## config.mk

```make
export PLATFORM = sky130hd
export DESIGN_NAME = coarse_ui_tracker
export DESIGN_NICKNAME = d
export VERILOG_FILES = /design/src/rtl/ct_pkg.sv /design/src/rtl/ct_cfg_reg.sv /design/src/rtl/ct_limit_dec.sv /design/src/rtl/ct_sat_counter.sv /design/src/rtl/ct_loss_det.sv /design/src/rtl/coarse_ui_tracker.sv
export SDC_FILE = /design/constraint.sdc
export NUM_CORES = 1
export LEC_CHECK = 0
export ABC_AREA = 1
export BUFFER_PORTS_ARGS = -buffer_cell sky130_fd_sc_hd__buf_4
export CORE_MARGIN = 2
export CORE_UTILIZATION = 45
export DETAILED_ROUTE_END_ITERATION = 16
export PLACE_DENSITY = 0.59
export SLEW_MARGIN = 20
export SYNTH_ARGS = -nofsm -noshare
export SYNTH_HDL_FRONTEND = slang
export SYNTH_SLANG_ARGS = --single-unit
export TNS_END_PERCENT = 5
```

## constraint.sdc

```tcl
create_clock -name clk -period 10.7 [get_ports clk]
set_input_delay 2.14 -clock clk [delete_from_list [all_inputs] [get_ports clk]]
set_output_delay 2.14 -clock clk [all_outputs]
set_load 0.05 [all_outputs]
```

## src/rtl/ct_pkg.sv

```systemverilog
package ct_pkg;

  // Symmetric limit in UI for a range code; codes past max_exp are held at max_exp.
  function automatic int unsigned ct_range_of(input int unsigned code,
                                              input int unsigned max_exp);
    int unsigned e;
    e = (code > max_exp) ? max_exp : code;
    return (32'd2 << e) - 32'd1;
  endfunction

  // Net count change for one cycle of edge strobes.
  function automatic logic signed [1:0] ct_delta(input logic up, input logic dn);
    if (up && !dn)      return 2'sb01;
    else if (dn && !up) return 2'sb11;
    else                return 2'sb00;
  endfunction

endpackage

```

## src/rtl/ct_cfg_reg.sv

```systemverilog
module ct_cfg_reg #(
  parameter int          CODE_W  = 4,
  parameter logic [7:0]  RST_VAL = 8'h85
) (
  input  logic              clk,
  input  logic              rst_n,
  input  logic              we,
  input  logic [7:0]        din,
  output logic              loss_en,
  output logic              wide_en,
  output logic [CODE_W-1:0] code
);
  logic spare_unused;
  assign spare_unused = ^din[5:CODE_W];

  always_ff @(posedge clk or negedge rst_n) begin
    if (!rst_n) begin
      loss_en <= RST_VAL[7];
      wide_en <= RST_VAL[6];
      code    <= RST_VAL[CODE_W-1:0];
    end else if (we) begin
      loss_en <= din[7];
      wide_en <= din[6];
      code    <= din[CODE_W-1:0];
    end
  end
endmodule

```

## src/rtl/ct_limit_dec.sv

```systemverilog
module ct_limit_dec
  import ct_pkg::*;
#(
  parameter int CODE_W  = 4,
  parameter int MAX_EXP = 12,
  parameter int LIM_W   = MAX_EXP + 1
) (
  input  logic [CODE_W-1:0] code,
  input  logic              wide_en,
  output logic [LIM_W-1:0]  limit,
  output logic [LIM_W-1:0]  trk_bound
);
  always_comb begin
    limit     = LIM_W'(ct_range_of(32'(code), 32'(MAX_EXP)));
    trk_bound = wide_en ? limit : LIM_W'(1);
  end
endmodule

```

## src/rtl/ct_sat_counter.sv

```systemverilog
module ct_sat_counter #(
  parameter int W = 15
) (
  input  logic                clk,
  input  logic                rst_n,
  input  logic signed [1:0]   delta,
  input  logic [W-2:0]        bound,
  output logic signed [W-1:0] value,
  output logic signed [W-1:0] next_value
);
  localparam int XW = W + 1;

  logic signed [XW-1:0] sum_x, hi_x, lo_x, pick_x;

  always_comb begin
    sum_x = XW'(value) + XW'(delta);
    hi_x  = $signed({2'b00, bound});
    lo_x  = -hi_x;
    if (sum_x > hi_x)      pick_x = hi_x;
    else if (sum_x < lo_x) pick_x = lo_x;
    else                   pick_x = sum_x;
    next_value = $signed(pick_x[W-1:0]);
  end

  always_ff @(posedge clk or negedge rst_n) begin
    if (!rst_n) value <= '0;
    else        value <= next_value;
  end
endmodule

```

## src/rtl/ct_loss_det.sv

```systemverilog
module ct_loss_det #(
  parameter int W     = 15,
  parameter int LIM_W = 13
) (
  input  logic                clk,
  input  logic                rst_n,
  input  logic                en,
  input  logic                clr,
  input  logic signed [W-1:0] raw_next,
  input  logic [LIM_W-1:0]    limit,
  output logic                beyond,
  output logic                flag
);
  logic [W-1:0] mag;

  always_comb begin
    mag    = raw_next[W-1] ? $unsigned(-raw_next) : $unsigned(raw_next);
    beyond = mag > W'(limit);
  end

  always_ff @(posedge clk or negedge rst_n) begin
    if (!rst_n) flag <= 1'b0;
    else        flag <= en & ~clr & (flag | beyond);
  end
endmodule

```

## src/rtl/coarse_ui_tracker.sv

```systemverilog
module coarse_ui_tracker
  import ct_pkg::*;
#(
  parameter int         CODE_W  = 4,
  parameter int         MAX_EXP = 12,
  parameter logic [7:0] CFG_RST = 8'h85,
  localparam int        ERR_W   = MAX_EXP + 3
) (
  input  logic                    clk,
  input  logic                    rst_n,
  input  logic                    ref_edge,
  input  logic                    fb_edge,
  input  logic                    clr_loss,
  input  logic                    cfg_we,
  input  logic [7:0]              cfg_data,
  output logic signed [ERR_W-1:0] ui_err,
  output logic                    clamped,
  output logic                    phase_loss
);
  localparam int               LIM_W     = MAX_EXP + 1;
  localparam int               BND_W     = ERR_W - 1;
  localparam int               N_CNT     = 2;
  localparam logic [BND_W-1:0] RAW_BOUND = BND_W'(1) << (MAX_EXP + 1);

  logic              loss_en_q, wide_en_q;
  logic [CODE_W-1:0] code_q;
  logic [LIM_W-1:0]  limit, trk_bound;
  logic signed [1:0] step;
  logic              beyond;

  logic [BND_W-1:0]        cnt_bound [N_CNT];
  logic signed [ERR_W-1:0] cnt_val   [N_CNT];
  logic signed [ERR_W-1:0] cnt_nxt   [N_CNT];

  logic signed [ERR_W-1:0] trk_err, trk_next, raw_err, raw_next, bnd_pos;
  logic                    clamped_q;

  ct_cfg_reg #(.CODE_W(CODE_W), .RST_VAL(CFG_RST)) u_cfg (
    .clk(clk), .rst_n(rst_n), .we(cfg_we), .din(cfg_data),
    .loss_en(loss_en_q), .wide_en(wide_en_q), .code(code_q)
  );

  ct_limit_dec #(.CODE_W(CODE_W), .MAX_EXP(MAX_EXP), .LIM_W(LIM_W)) u_dec (
    .code(code_q), .wide_en(wide_en_q), .limit(limit), .trk_bound(trk_bound)
  );

  assign step         = ct_delta(ref_edge, fb_edge);
  assign cnt_bound[0] = BND_W'(trk_bound);
  assign cnt_bound[1] = RAW_BOUND;

  // Counter 0 tracks the reported error; counter 1 keeps the unclamped count for the alarm.
  for (genvar k = 0; k < N_CNT; k++) begin : g_cnt
    ct_sat_counter #(.W(ERR_W)) u_cnt (
      .clk(clk), .rst_n(rst_n), .delta(step), .bound(cnt_bound[k]),
      .value(cnt_val[k]), .next_value(cnt_nxt[k])
    );
  end

  assign trk_err  = cnt_val[0];
  assign trk_next = cnt_nxt[0];
  assign raw_err  = cnt_val[1];
  assign raw_next = cnt_nxt[1];
  assign bnd_pos  = $signed({2'b00, trk_bound});

  always_ff @(posedge clk or negedge rst_n) begin
    if (!rst_n) clamped_q <= 1'b0;
    else        clamped_q <= (trk_next == bnd_pos) || (trk_next == -bnd_pos);
  end

  ct_loss_det #(.W(ERR_W), .LIM_W(LIM_W)) u_loss (
    .clk(clk), .rst_n(rst_n), .en(loss_en_q), .clr(clr_loss),
    .raw_next(raw_next), .limit(limit), .beyond(beyond), .flag(phase_loss)
  );

  assign ui_err  = trk_err;
  assign clamped = clamped_q;
endmodule

```

==> summary.md, run 1 <==
| Metric | Value |
|---|---|
| Gpl congestion | 0.8424 |
| Clock Path Buffers | 2 |
| Tcrit/Tclk final | 0.6940 |
| Antenna violations before repair | 0 |
| Die height | 114.7 um |
| Mapped Area | 5515 um2 |
| FP Rows | 40 |
| Power density over cell area | 342.3 nW/um2 |
| Worst slew margin | 0.3476 |
| Hpwl dp | 11710 um |
| Iter 0 DRT Violations | 523 |
| Share of cells above drive strength 1 | 0.09864 |
| Crit. End Element | register |
| Post-synthesis simple-gate area fraction | 0.4247 |
| Ant. Diodes | 0 |
| Most frequent cells in the layout | nand2_1, inv_1, nor2_1, nand3_1, ha_1 |
| First-pass GRT wire length | 24390 um |
| Drt wl/cell | 13.43 um |
| Routed vias | 5523 |
| TritonCTS clock tree | built |
| Mean Syn Cell Area | 5.861 um2 |
| Max-slew violation count | 0 |
| Postcts setup bufs | 0 |
| Clk_lat worst skew | 0.29 ns |
| Initial core utilization | 0.4592 |
| Largest net degree at the start of global routing | 43 |
| Netlist cell types | 46 |
| Leakage | 3.312 nW |
| WP data required | 10.93 ns |
| P&R area growth vs syn | 6.624% |
| Critical path class | in2reg |
| Clock Skew | 0.01375 ns |
| Worst vdd ir | 0.1285 mV |
| Synth Area in Compound Gates | 0.1132 |
| Achievable frequency | 134.7 MHz |
| Largest family of logic cells by synthesized area | simple AND/OR/NAND/NOR gates |
| #FFs+latches synth | 38 |
| Grt ovf | 0 |
| Multiplexer share of the synthesized area | 0.002042 |
| Top sig layer | met4 |
| Crit start category | input pin |
| Net count, final | 1014 |
| Synth Warn # | 0 |
| Adder-Cell Fraction of Synth Area | 0.1066 |
| H-tree depth reported by CTS | 2 |
| Crit path max-delay cell type | ha_2 |
| Critical path's largest stage delay | 0.84 ns |
| XOR/XNOR Fraction of Synth Area | 0.04968 |
| Vias in the first global route | 4906 |
| Setup violators final | 0 |
| Met1 wire length | 8307 um |
| CTS clk-pin slew, worst paths | 0.07 ns |
| Max-Cap Viols | 0 |
| Most used cell, CP | nand2_1 |
| Status | finished clean |
| Register area share after synthesis | 0.1731 |
| Slew @ Worst Pin | 0.9786 ns |
| CP arrival | 7.66 ns |
| Clock Sinks | 38 |
| DRT Pass-1 Iters | 5 |
| DRC | 0 |
| Crit Path Max Fanout | 42 |
| Core Box Area | 12010 um2 |
| RSZ-0062 raised after global routing | false |
| Die X | 114.7 um |
| Syn_nets | 1002 |
| Min cycle time layout | 7.426 ns |
| Final hold violation count | 0 |
| Clock root buffer master | clkbuf_16 |
| Die Area | 13160 um2 |
| Setup TNS | 0 ns |
| Mapped Cells | 941 |
| WHS | 0.4770 ns |
| Vias per cell | 5.021 |
| Routed Antenna Nets | 0 |
| Met3 wire len | 456 um |
| Final wirelength | 14770 um |
| CTS resizes | 0 |
| Hold Crit Class | reg2reg |
| I/O Buffers | 28 |
| Hold bufs inserted after CTS | 0 |
| Total global-route track usage | 0.2324 |
| Met2 WL | 5849 um |
| Commonest non-fill, non-tap cell in the layout | nand2_1 |
| I/O Pins | 31 |
| TritonCTS Buffers | 5 |
through the flow:
step	std cells	instance area, um2	setup slack (ns)	utilization	total power, mW
global route	1100	5881	2.764	0.4896	2.239
detailed placement	1093	5746	3.118	0.4783	1.845
finish	1100	5881	3.274	0.4896	2.013
floorplan	941	5515	4.571	-	1.530
CTS	1100	5881	3.409	0.4896	2.004
global placement	1093	5746	3.062	0.4783	1.848
kinds of logic after synthesis:
group,Yosys count
AO/OA/AOI/OAI,109
buffers and inverters,170
multiplexers,1
flip-flops,38
XOR/XNOR,27
AND/OR/NAND/NOR,549
adder cells (fa/ha/maj),47
worst max-delay path, delay by kind of cell:
| family | cells | cell delay [ns] |
|---|---|---|
| adders and majority gates | 2 | 1.15 |
| AOI/OAI and AO/OA | 2 | 0.39 |
| and+or+nand+nor | 21 | 2.86 |
| xor gates and xnor gates | 1 | 0.34 |
| buffers and inverters | 5 | 0.77 |
final cells by class:
type,count,area [um2]
fillers,1284,6131
multi-input cells,733,3842
flip-flops and latches,38,954.7
repair buffers,28,210.2
clock inverters,2,10.01
inverters,147,554.3
clock buffers,5,125.1
well taps,147,183.9
where the power goes:
part | internal, mW | total, mW | switching, mW
Sequential | 0.201 | 0.260 | 0.0597
Clock | 0.0843 | 0.147 | 0.0623
Combinational | 0.517 | 1.61 | 1.09
sequential cells by signal, indices dropped and copies added, names as in the netlist:
| register | flops |
|---|---|
| clamped | 1 |
| u_cfg.code | 4 |
| u_cfg.wide_en | 1 |
| g_cnt.u_cnt.value | 30 |
| u_loss.flag | 1 |
| u_cfg.loss_en | 1 |
routing by layer:
metal | track usage | up-vias
li1 | - | 2994
met1 | 0.3721 | 2423
met2 | 0.3353 | 96
met3 | 0.02223 | 10
met4 | 0.04819 | 0
met5 | 0 | -
worst paths after layout:
path	from	endpoint	slack, ns	cells after the start
setup / recovery	ref_edge	clamped	3.27	31
hold / removal	u_cfg.loss_en	u_cfg.loss_en	0.48	2
setup reg to reg	u_cfg.code[3]	clamped	5.46	29
hold reg to reg	u_cfg.loss_en	u_cfg.loss_en	0.48	2
max in group asynchronous	rst_n	g_cnt[1].u_cnt.value[10]	8.54	1
min in group asynchronous	rst_n	clamped	1.80	1
synthesized netlist by cell type (all sizes together):
cell type / count / area (um2)
nand2: 317 / 1217
inv: 147 / 554.3
nor2: 120 / 503.0
nand3: 72 / 375.4
a21oi: 49 / 267.8
ha: 47 / 588.1
o21ai: 45 / 240.2
dfrtp: 35 / 875.8
nand4: 21 / 131.4
xor2: 20 / 190.2
buf: 19 / 151.4
nor3: 8 / 40.04
xnor2: 7 / 83.83
clkbuf: 4 / 15.01
nand3b: 4 / 30.03
o21bai: 4 / 30.03
dfstp: 3 / 78.83
o21a: 3 / 22.52
a31oi: 2 / 12.51
and2: 2 / 12.51
or2: 2 / 12.51
a211oi: 1 / 7.510
a21boi: 1 / 7.510
and3: 1 / 6.260
mux2: 1 / 11.26
nor3b: 1 / 7.510
o211ai: 1 / 7.510
o221a: 1 / 11.26
o221ai: 1 / 8.760
o41ai: 1 / 8.760
or3: 1 / 6.260
Note: power is estimated with default switching activity, not from simulation.
==> run 2: changes to the inputs <==
==> constraint.sdc (replaced) <==
create_clock -name clk -period 7.2 [get_ports clk]
set_input_delay 1.44 -clock clk [delete_from_list [all_inputs] [get_ports clk]]
set_output_delay 1.44 -clock clk [all_outputs]
set_load 0.05 [all_outputs]
==> run 2 against run 1 <==
Via count up 0.11%. Cell count rose by 0.64%. Final area is 1.0% higher. Utilization grew 0.51 points. Combinational power increased by 49%. Flip-flop and latch count stayed put. Clock power increased by 54%. Count of clock-buffer cells in the layout up 1. Die area unchanged. Sequential power increased by 48%. Register-to-register slack worse by 2.9 ns. Sequential share of layout area down 0.17 points.
==> summary.md, run 2 (synthesized netlist as in run 1, its figures left out) <==
| Metric | Value |
|---|---|
| Largest net degree at the start of global routing | 39 (-9.3%) |
| Clk_lat worst skew | 0.29 ns (about the same) |
| CTS clk-pin slew, worst paths | 0.06 ns (about the same) |
| Setup violators final | 0 (unchanged) |
| Worst slew margin | 0.5909 (+0.2433) |
| Share of cells above drive strength 1 | 0.1052 (+0.006572) |
| Crit. End Element | register |
| Critical path class | in2reg |
| Gpl congestion | 0.9241 (+9.7%) |
| CP arrival | 6.23 ns (-1.43 ns) |
| Crit Path Max Fanout | 15 (-64%) |
| Non-filler cells in the finished layout | 1107 (+0.64%) |
| GR Util met1 | 0.3765 (+0.004367) |
| Setup TNS | 0 ns (unchanged) |
| CTS resizes | 0 (unchanged) |
| CP Buf/Inv Count | 5 (unchanged) |
| Int Pwr | 1.218 mW (+52%) |
| Final instance area | 5942 um2 (+1.0%) |
| Most used cell, CP | nand2_1 |
| WHS | 0.4770 ns (-0.000002000 ns) |
| Die X | 114.7 um (unchanged) |
| Achievable frequency | 166.2 MHz |
| Pre-CTS setup slack | 0.8630 ns (-2.255 ns) |
| Iter 0 DRT Violations | 410 (-22%) |
| Max reg flops | 30 (unchanged) |
| Clock Skew | 0.006374 ns (-0.007380 ns) |
| Hold bufs inserted after CTS | 0 (unchanged) |
| DRT Pass-1 Iters | 5 (unchanged) |
| Clock Path Buffers | 2 (unchanged) |
| WP data required | 7.42 ns (-3.51 ns) |
| TritonCTS clock tree | built |
| Vias in the first global route | 4905 (-0.020%) |
| Largest regs | g_cnt.u_cnt.value x30, u_cfg.code x4 |
| Hpwl dp | 11830 um (+1.0%) |
| Die height | 114.7 um (unchanged) |
| FP Rows | 40 (unchanged) |
| Switching part of the total power | 0.5954 (-0.006379) |
| Clock Sinks | 38 (unchanged) |
| I/O Pins | 31 (unchanged) |
| Net count, final | 1020 (+0.59%) |
| Post-Place Cells | 1099 (+0.55%) |
| Combinational Power Share | 0.796 (-0.002) |
| Worst path setup slack after routing | 1.184 ns (-2.091 ns) |
| Post-DP Area | 5791 um2 (+0.78%) |
| Critical path's largest stage delay | 0.37 ns (-0.47 ns) |
| Min cycle time layout | 6.016 ns |
| H-tree depth reported by CTS | 2 (unchanged) |
| Antenna violations before repair | 0 (unchanged) |
| Die Area | 13160 um2 (unchanged) |
| Leakage | 3.344 nW (+0.98%) |
| Status | finished clean |
| Net Switching | 1.793 mW (+48%) |
| Power Total | 3.011 mW (+50%) |
| Max-slew violation count | 0 (unchanged) |
| Vias per cell | 4.995 (-0.52%) |
| GR met3 Demand/Resource | 0.02012 (-0.002118) |
| Clock power frac | 0.075 (+0.002) |
| Tcrit/Tclk final | 0.8356 |
| First-pass GRT wire length | 24430 um (+0.14%) |
| Seq pwr share | 0.128 (about the same) |
| Drt wl/cell | 13.21 um (-1.6%) |
| Crit start category | input pin |
| P&R area growth vs syn | 7.736% |
| Final core occ | 0.4947 (+0.005105) |
| RSZ-0062 raised after global routing | false |
| Worst vdd ir | 0.2010 mV (+56%) |
| Core Box Area | 12010 um2 (unchanged) |
| Ant. Diodes | 0 (unchanged) |
| Hold Crit Class | reg2reg |
| I/O Buffers | 28 (unchanged) |
| Crit path max-delay family | simple AND/OR/NAND/NOR gates |
| Max-Cap Viols | 0 (unchanged) |
| Power density over cell area | 506.8 nW/um2 (+48%) |
| Final hold violation count | 0 (unchanged) |
| GRT busiest layer | met1 |
| Initial core utilization | 0.4592 (unchanged) |
| Routed Antenna Nets | 0 (unchanged) |
| Most flop-heavy register | g_cnt.u_cnt.value |
| Final wirelength | 14620 um (-1.0%) |
| Clock root buffer master | clkbuf_16 |
| Crit path max-delay cell type | ha_2 |
| Grt ovf | 0 (unchanged) |
| TritonCTS Buffers | 5 (unchanged) |
| Postcts setup bufs | 0 (unchanged) |
| GR met2 Demand/Resource | 0.3314 (-0.003945) |
| Routed vias | 5529 (+0.11%) |
| Most frequent cells in the layout | nand2_1, inv_1, nor2_1, nand3_1, ha_1 |
| Slew @ Worst Pin | 0.6116 ns (-0.3670 ns) |
| Commonest non-fill, non-tap cell in the layout | nand2_1 |
| DRC | 0 (unchanged) |
| Total global-route track usage | 0.2329 (+0.0004549) |
## run 2: changes by cell type in the layout (fill, tap and decap cells not counted)
cell and delta:
buf_4 +6, clkbuf_8 +1, clkinv_2 -1, clkinvlp_4 +1
## run 2: layer usage
layer | vias up | share of wire
met2 | 101 | 0.40
met1 | 2416 | 0.56
met4 | 0 | 0.013
li1 | 3001 | -
met5 | - | 0
met3 | 11 | 0.033
## run 2: cell type report
| type | instances | area (um2) |
|---|---|---|
| well taps | 147 | 183.9 |
| fillers | 1347 | 6070 |
| clock buffers | 6 | 138.9 |
| flip-flops and latches | 38 | 954.7 |
| multi-input cells | 733 | 3842 |
| repair buffers | 34 | 255.2 |
| clock inverters | 2 | 12.51 |
| inverters | 147 | 554.3 |
## run 2: worst paths after layout
check / from / end / slack [ns] / depth (start not counted)
setup reg to reg: u_cfg.code[3] / clamped / 2.57 / 31
hold / removal: u_cfg.loss_en / u_cfg.loss_en / 0.48 / 2
setup / recovery: ref_edge / u_loss.flag / 1.18 / 35
min in group asynchronous: rst_n / clamped / 1.12 / 1
hold reg to reg: u_cfg.loss_en / u_cfg.loss_en / 0.48 / 2
max in group asynchronous: rst_n / u_cfg.loss_en / 5.73 / 1
## run 2: power groups by stage
stage / Clock, mW / Sequential [mW] / Combinational, mW
finish: 0.226 / 0.386 / 2.40
global placement: 0 / 0.390 / 2.37
CTS: 0.232 / 0.385 / 2.39
detailed placement: 0 / 0.389 / 2.37
global route: 0.243 / 0.400 / 2.74
floorplan: 0 / 0.513 / 1.76
## run 2: worst register-to-register path: cells and delay by family, from the launching register on
kind | cells | cell delay (ns)
flip-flops | 1 | 0.46
AND/OR/NAND/NOR | 20 | 2.24
buffers and inverters | 7 | 1.01
AO/OA/AOI/OAI | 2 | 0.33
adder cells (fa/ha/maj) | 2 | 0.51
